==> src/rtl/shadow_map_pkg.sv <==
package shadow_map_pkg;
  typedef struct packed {
    logic wp_en;
    logic shadow_rd;
    logic fast_en;
  } cfg_t;

  localparam int CFG_BITS = 3;
  localparam int SW_BIT   = 3;

  localparam int BLK_VID = 0;
  localparam int BLK_IO  = 4;
  localparam int BLK_EXP = 5;
  localparam int BLK_RLO = 6;
  localparam int BLK_RHI = 7;
endpackage

==> src/rtl/smc_blk_decode.sv <==
module smc_blk_decode #(
  parameter int ADDR_W   = 16,
  parameter int BLK_BITS = 3,
  localparam int NUM_BLK = 1 << BLK_BITS
) (
  input  logic [ADDR_W-1:0]  addr_i,
  output logic [NUM_BLK-1:0] blk_oh_o,
  output logic               bank_hi_o
);
  localparam int BANK_BIT = ADDR_W - BLK_BITS - 1;

  logic [BLK_BITS-1:0] blk_idx;
  assign blk_idx   = addr_i[ADDR_W-1 -: BLK_BITS];
  assign bank_hi_o = addr_i[BANK_BIT];

  for (genvar g = 0; g < NUM_BLK; g++) begin : g_blk
    assign blk_oh_o[g] = (blk_idx == BLK_BITS'(g));
  end

  logic unused_addr;
  assign unused_addr = ^addr_i[BANK_BIT-1:0];
endmodule

==> src/rtl/smc_cfg_reg.sv <==
module smc_cfg_reg
  import shadow_map_pkg::*;
#(
  parameter int              ADDR_W   = 16,
  parameter int              DATA_W   = 8,
  parameter logic [ADDR_W-1:0] CFG_ADDR = 16'h9FF0
) (
  input  logic              clk_i,
  input  logic              rst_ni,
  input  logic              access_i,
  input  logic              rnw_i,
  input  logic [ADDR_W-1:0] addr_i,
  input  logic [DATA_W-1:0] wdata_i,
  input  logic              force_slow_i,
  output logic              hit_o,
  output cfg_t              cfg_o,
  output logic [DATA_W-1:0] rdata_o
);
  logic wr_en;

  assign hit_o = (addr_i == CFG_ADDR);
  assign wr_en = access_i && !rnw_i && hit_o;

  always_ff @(posedge clk_i or negedge rst_ni) begin
    if (!rst_ni)    cfg_o <= '0;
    else if (wr_en) cfg_o <= cfg_t'(wdata_i[CFG_BITS-1:0]);
  end

  assign rdata_o = DATA_W'({force_slow_i, cfg_o});

  logic unused_wdata;
  assign unused_wdata = ^wdata_i[DATA_W-1:CFG_BITS];

  // register loads on a qualified write, holds otherwise
  assert_cfg_load_R7: assert property (@(posedge clk_i) disable iff (!rst_ni)
    wr_en |=> (cfg_o == cfg_t'($past(wdata_i[CFG_BITS-1:0]))));
  assert_cfg_hold_R7: assert property (@(posedge clk_i) disable iff (!rst_ni)
    !wr_en |=> $stable(cfg_o));
endmodule

==> src/rtl/smc_cycle_class.sv <==
module smc_cycle_class (
  input  logic force_slow_i,
  input  logic fast_en_i,
  input  logic slow_blk_i,
  output logic slow_o,
  output logic fast_o
);
  assign slow_o = force_slow_i || !fast_en_i || slow_blk_i;
  assign fast_o = !slow_o;
endmodule

==> src/rtl/shadow_map_ctrl.sv <==
module shadow_map_ctrl
  import shadow_map_pkg::*;
#(
  parameter int                ADDR_W   = 16,
  parameter int                DATA_W   = 8,
  parameter logic [ADDR_W-1:0] CFG_ADDR = 16'h9FF0
) (
  input  logic              clk_i,
  input  logic              rst_ni,
  input  logic              access_i,
  input  logic              rnw_i,
  input  logic [ADDR_W-1:0] addr_i,
  input  logic [DATA_W-1:0] wdata_i,
  input  logic              force_slow_i,
  output logic [DATA_W-1:0] rdata_o,
  output logic              vid_cs_o,
  output logic [2:0]        ext_cs_o,
  output logic              io_cs_o,
  output logic              xram_cs_o,
  output logic              xram_we_o,
  output logic              eeprom_cs_o,
  output logic              eeprom_we_o,
  output logic              rom_cs_o,
  output logic              shadow_cs_o,
  output logic              shadow_we_o,
  output logic              slow_cycle_o,
  output logic              fast_cycle_o
);
  localparam int BLK_BITS = 3;
  localparam int NUM_BLK  = 1 << BLK_BITS;

  logic [NUM_BLK-1:0] blk_oh;
  logic               bank_hi;
  logic               cfg_hit;
  cfg_t               cfg;
  logic               rom_blk;
  logic               wr;

  smc_blk_decode #(.ADDR_W(ADDR_W), .BLK_BITS(BLK_BITS)) u_dec (
    .addr_i    (addr_i),
    .blk_oh_o  (blk_oh),
    .bank_hi_o (bank_hi)
  );

  smc_cfg_reg #(.ADDR_W(ADDR_W), .DATA_W(DATA_W), .CFG_ADDR(CFG_ADDR)) u_cfg (
    .clk_i        (clk_i),
    .rst_ni       (rst_ni),
    .access_i     (access_i),
    .rnw_i        (rnw_i),
    .addr_i       (addr_i),
    .wdata_i      (wdata_i),
    .force_slow_i (force_slow_i),
    .hit_o        (cfg_hit),
    .cfg_o        (cfg),
    .rdata_o      (rdata_o)
  );

  smc_cycle_class u_cls (
    .force_slow_i (force_slow_i),
    .fast_en_i    (cfg.fast_en),
    .slow_blk_i   (blk_oh[BLK_VID] || blk_oh[BLK_IO]),
    .slow_o       (slow_cycle_o),
    .fast_o       (fast_cycle_o)
  );

  assign wr      = !rnw_i;
  assign rom_blk = blk_oh[BLK_RLO] || blk_oh[BLK_RHI];

  assign vid_cs_o = blk_oh[BLK_VID];
  assign ext_cs_o = blk_oh[3:1];
  assign io_cs_o  = blk_oh[BLK_IO] && !cfg_hit;

  assign xram_cs_o   = blk_oh[BLK_EXP] && !bank_hi;
  assign eeprom_cs_o = blk_oh[BLK_EXP] &&  bank_hi;
  assign xram_we_o   = xram_cs_o   && wr && !cfg.wp_en;
  assign eeprom_we_o = eeprom_cs_o && wr && !cfg.wp_en;

  // ROM reads only; shadow RAM takes writes always, reads once switched over
  assign rom_cs_o    = rom_blk && rnw_i && !cfg.shadow_rd;
  assign shadow_cs_o = rom_blk && (wr || cfg.shadow_rd);
  assign shadow_we_o = shadow_cs_o && wr && !cfg.wp_en;

  assert_rom_no_write_R3: assert property (@(posedge clk_i) disable iff (!rst_ni)
    !rnw_i |-> !rom_cs_o);
  assert_rom_off_shadow_R4: assert property (@(posedge clk_i) disable iff (!rst_ni)
    cfg.shadow_rd |-> !rom_cs_o);
  assert_wp_blocks_we_R5: assert property (@(posedge clk_i) disable iff (!rst_ni)
    cfg.wp_en |-> !(shadow_we_o || xram_we_o || eeprom_we_o));
  assert_one_select_R3: assert property (@(posedge clk_i) disable iff (!rst_ni)
    $onehot0({rom_cs_o, shadow_cs_o, xram_cs_o, eeprom_cs_o, io_cs_o, vid_cs_o}));
  assert_slow_blk_R9: assert property (@(posedge clk_i) disable iff (!rst_ni)
    (vid_cs_o || io_cs_o) |-> slow_cycle_o);
  assert_force_slow_R10: assert property (@(posedge clk_i) disable iff (!rst_ni)
    force_slow_i |-> (slow_cycle_o && !fast_cycle_o));
endmodule

==> config.mk <==
export PLATFORM = sky130hd
export DESIGN_NAME = shadow_map_ctrl
export DESIGN_NICKNAME = d
export VERILOG_FILES = /design/src/rtl/shadow_map_pkg.sv /design/src/rtl/smc_blk_decode.sv /design/src/rtl/smc_cfg_reg.sv /design/src/rtl/smc_cycle_class.sv /design/src/rtl/shadow_map_ctrl.sv
export SDC_FILE = /design/constraint.sdc
export NUM_CORES = 1
export LEC_CHECK = 0
export BUFFER_PORTS_ARGS = -buffer_cell sky130_fd_sc_hd__clkbuf_2
export CAP_MARGIN = 20
export CORE_MARGIN = 10
export CORE_UTILIZATION = 28
export DETAILED_ROUTE_END_ITERATION = 8
export PLACE_DENSITY_LB_ADDON = 0.2
export SLEW_MARGIN = 20
export SYNTH_ARGS = -nofsm -noshare
export SYNTH_HDL_FRONTEND = slang
export SYNTH_HIERARCHICAL = 1
export SYNTH_SLANG_ARGS = --single-unit
==> constraint.sdc <==
create_clock -name clk_i -period 1.13 [get_ports clk_i]
set_input_delay 0.226 -clock clk_i [delete_from_list [all_inputs] [get_ports clk_i]]
set_output_delay 0.226 -clock clk_i [all_outputs]
set_load 0.02 [all_outputs]
==> results.yml <==
setup_path:
  critPathTopFamily: "simple AND/OR/NAND/NOR gates"
  slowest_delay_ns: 0.41
  path_buf_inv: 2
  cpMostUsedCell: "buf_8"
  r2r-start: "u_cfg/cfg_o[0]"
  worstPathArrival_ns: 1.26
  startpoint_type: "input port"
  crit_path_end_kind: "output pin"
  cp_max_fo: 5
  path_class: "in -> out"
  worstPathCellList: "buf_8 -> nor3b_4 -> or2_1 -> or3b_4 -> buf_8"
  crit_required_ns: 0.90
  crit_slowest_cell: "or3b_4"
  critical_path.startpoint: "addr_i[15]"
synthesis:
  syn_inst: 46
  synth_warnings: 6
  synth.most_common_cell: "buf_4"
  syn_area_sq_um: 417
  synthFlopType: "dfrtp_1"
  synthTopCellsByArea: "dfrtp_1 18%, buf_4 16%, nor3b_2 9.0%, mux2_2 8.1%, and3b_2 7.2%"
  synth_edf_count: 0
  yosysSeqAreaShare_pct: 18.0
  syn_avg_cell_area_sq_um: 9.06
  yosys.area.top_type: "dfrtp_1"
  synth_common_cells: "9 x buf_4, 4 x nor3b_1"
  synthArstFlopShare_pct: 100
  yosysTopAreaCellShare_pct: 18.0
  yosysUniqueCellTypes: 22
  synth.ff_latch_count: 3
route:
  drt_first_pass_iters: 2
  drt_iter0_markers: 3
  drcViolationCount: 0
  drtAntennaViolNets: 0
  routedWlPerCell_um: 16.1
  routed_wl_um: 1920
  vias_per_cell: 4.67
  vias: 556
place:
  dp_slack_ns: -0.396
  gp_congestion: 0.690
  hpwl_um: 1340
  place_area_sq_um: 711
  port_buffers: 41
grt:
  grt_pass1_wl_um: 2810
  grt_max_degree: 6
  grt_antenna_before_repair: 0
  grt-ovfl-total: 0
  groute.usage.overall_pct: 10.2
  grt_pass1_vias: 602
timing:
  period_needed_ns: 1.49
  max_freq_ghz: 0.672
  setup_viol: 16
  skew_ns: 0
  worst_slack_ns: -0.359
  slew_violations: 0
  finalCritPeriodShare_pct: 132
  hold_viol_final: 0
  rsz0062_at_grt: "true"
worst_hold_path:
  min_from: "wdata_i[0]"
  hp-class: "in -> reg"
flow_run:
  drv_cap: 0
clock_tree:
  cts.sinks: 3
  clkTransAtPathRegs_ns: 0.04
  insertion_delay_ns: 0.23
  htree_num_levels: 1
  tritoncts: "yes"
  cts_root_buf: "clkbuf_4"
  cts_buffers: 3
  cts_buffer_depth: 2
power_and_ir_drop:
  vdd_ir_drop_max_v: 0.000512
  cellPowerDensity_mw_per_mm2: 538
  p_leak_nw: 0.501
floorplan:
  die_w_um: 58.6
  die_h_um: 58.6
  num_rows: 13
  ioPinCount: 51
  die-area_sq_mm: 0.00343
  start_util_pct: 30.9
  core_area_sq_mm: 0.00135
run_status:
  violations: "setup timing"
  status: "finished with violations"
finish:
  drive_gt1_share_pct: 86.5
  fin_area_sq_mm: 0.00101
  largest_reg_flops: 3
  fillers: 91
  area_growth_syn_to_layout_pct: 141
  regMostFlops: "u_cfg/cfg_o"
  nets: 134
  largestRegisters: "u_cfg/cfg_o: 3 flops"
  diodes: 0
-- cell type report --
| type | instances | area, sq um | area share (%) |
|---|---|---|---|
| Multi-Input combinational cell | 36 | 385 | 38.3 |
| Inverter | 1 | 3.75 | 0.373 |
| Clock buffer | 4 | 26.3 | 2.61 |
| Timing Repair Buffer | 60 | 495 | 49.3 |
| Sequential cell | 3 | 76.3 | 7.59 |
| Tap cell | 15 | 18.8 | 1.87 |
-- timing repair --
item / CTS / global route
endpoints found under the hold margin: 3 / 0
endpoints found under the setup margin: 14 / 17
resized for setup: 35 / 24
setup buffers: 3 / 4
gates cloned: 0 / 0
pin swaps: 5 / 9
hold buffers: 1 / 0
-- cell usage in the layout (no fill, tap or decap), types with 4 or more instances in the layout --
master,n
clkbuf_8,5
buf_4,17
conb_1,4
buf_8,6
buf_6,7
clkbuf_2,24
nor3b_4,4
-- cells by family after synthesis --
kind of cell / count (synthesis) / synth area share [%]
AO/OA/AOI/OAI: 1 / 1.20
flip-flops: 3 / 18.0
AND/OR/NAND/NOR: 28 / 54.7
other: 1 / 0.900
multiplexers: 3 / 8.11
buffers and inverters: 10 / 17.1
-- worst paths after layout --
path | slack (ns) | to | depth (start not counted)
min in group asynchronous | 0.34 | u_cfg/cfg_o[0] | 2
max | -0.36 | slow_cycle_o | 5
min | 0.23 | u_cfg/cfg_o[0] | 2
max reg2reg | 0.25 | u_cfg/cfg_o[0] | 2
min reg2reg | 0.60 | u_cfg/cfg_o[1] | 1
max in group asynchronous | 0.66 | u_cfg/cfg_o[2] | 2
-- worst reg2reg max path, stage by stage (launching register included) --
cell     delay [ns]
dfrtp_1        0.37
buf_4          0.14
mux2_4         0.26
-- metrics by stage --
step | total power, W | hold slack [ns] | setup TNS, ns | util [%] | cells
after detailed placement | 0.000283 | 0.0253 | -3.82 | 52.6 | 107
after CTS | 0.000521 | 0.220 | -3.25 | 68.4 | 115
after global routing | 0.000580 | 0.224 | -4.00 | 74.5 | 119
after floorplan | 0.000199 | -0.0696 | -0.732 | - | 49
final | 0.000541 | 0.227 | -3.48 | 74.5 | 119
after global placement | 0.000282 | 0.0232 | -3.74 | 52.6 | 107
-- per-layer routing --
layer | GRT usage [%] | up-vias | part of all wire [%]
met4 | 2.95 | 0 | 0
met2 | 19.7 | 28 | 55
met3 | 4.72 | 0 | 8.1
li1 | - | 267 | -
met1 | 9.24 | 261 | 37
met5 | 0 | - | 0
-- power by group --
| group | internal, W | switching (W) | leakage (nW) |
|---|---|---|---|
| Sequential | 0.000108 | 0.0000000294 | 0.0403 |
| Clock | 0.000133 | 0.0000589 | 0.0150 |
| Combinational | 0.000132 | 0.000110 | 0.446 |
Note: power is estimated with default switching activity, not from simulation.
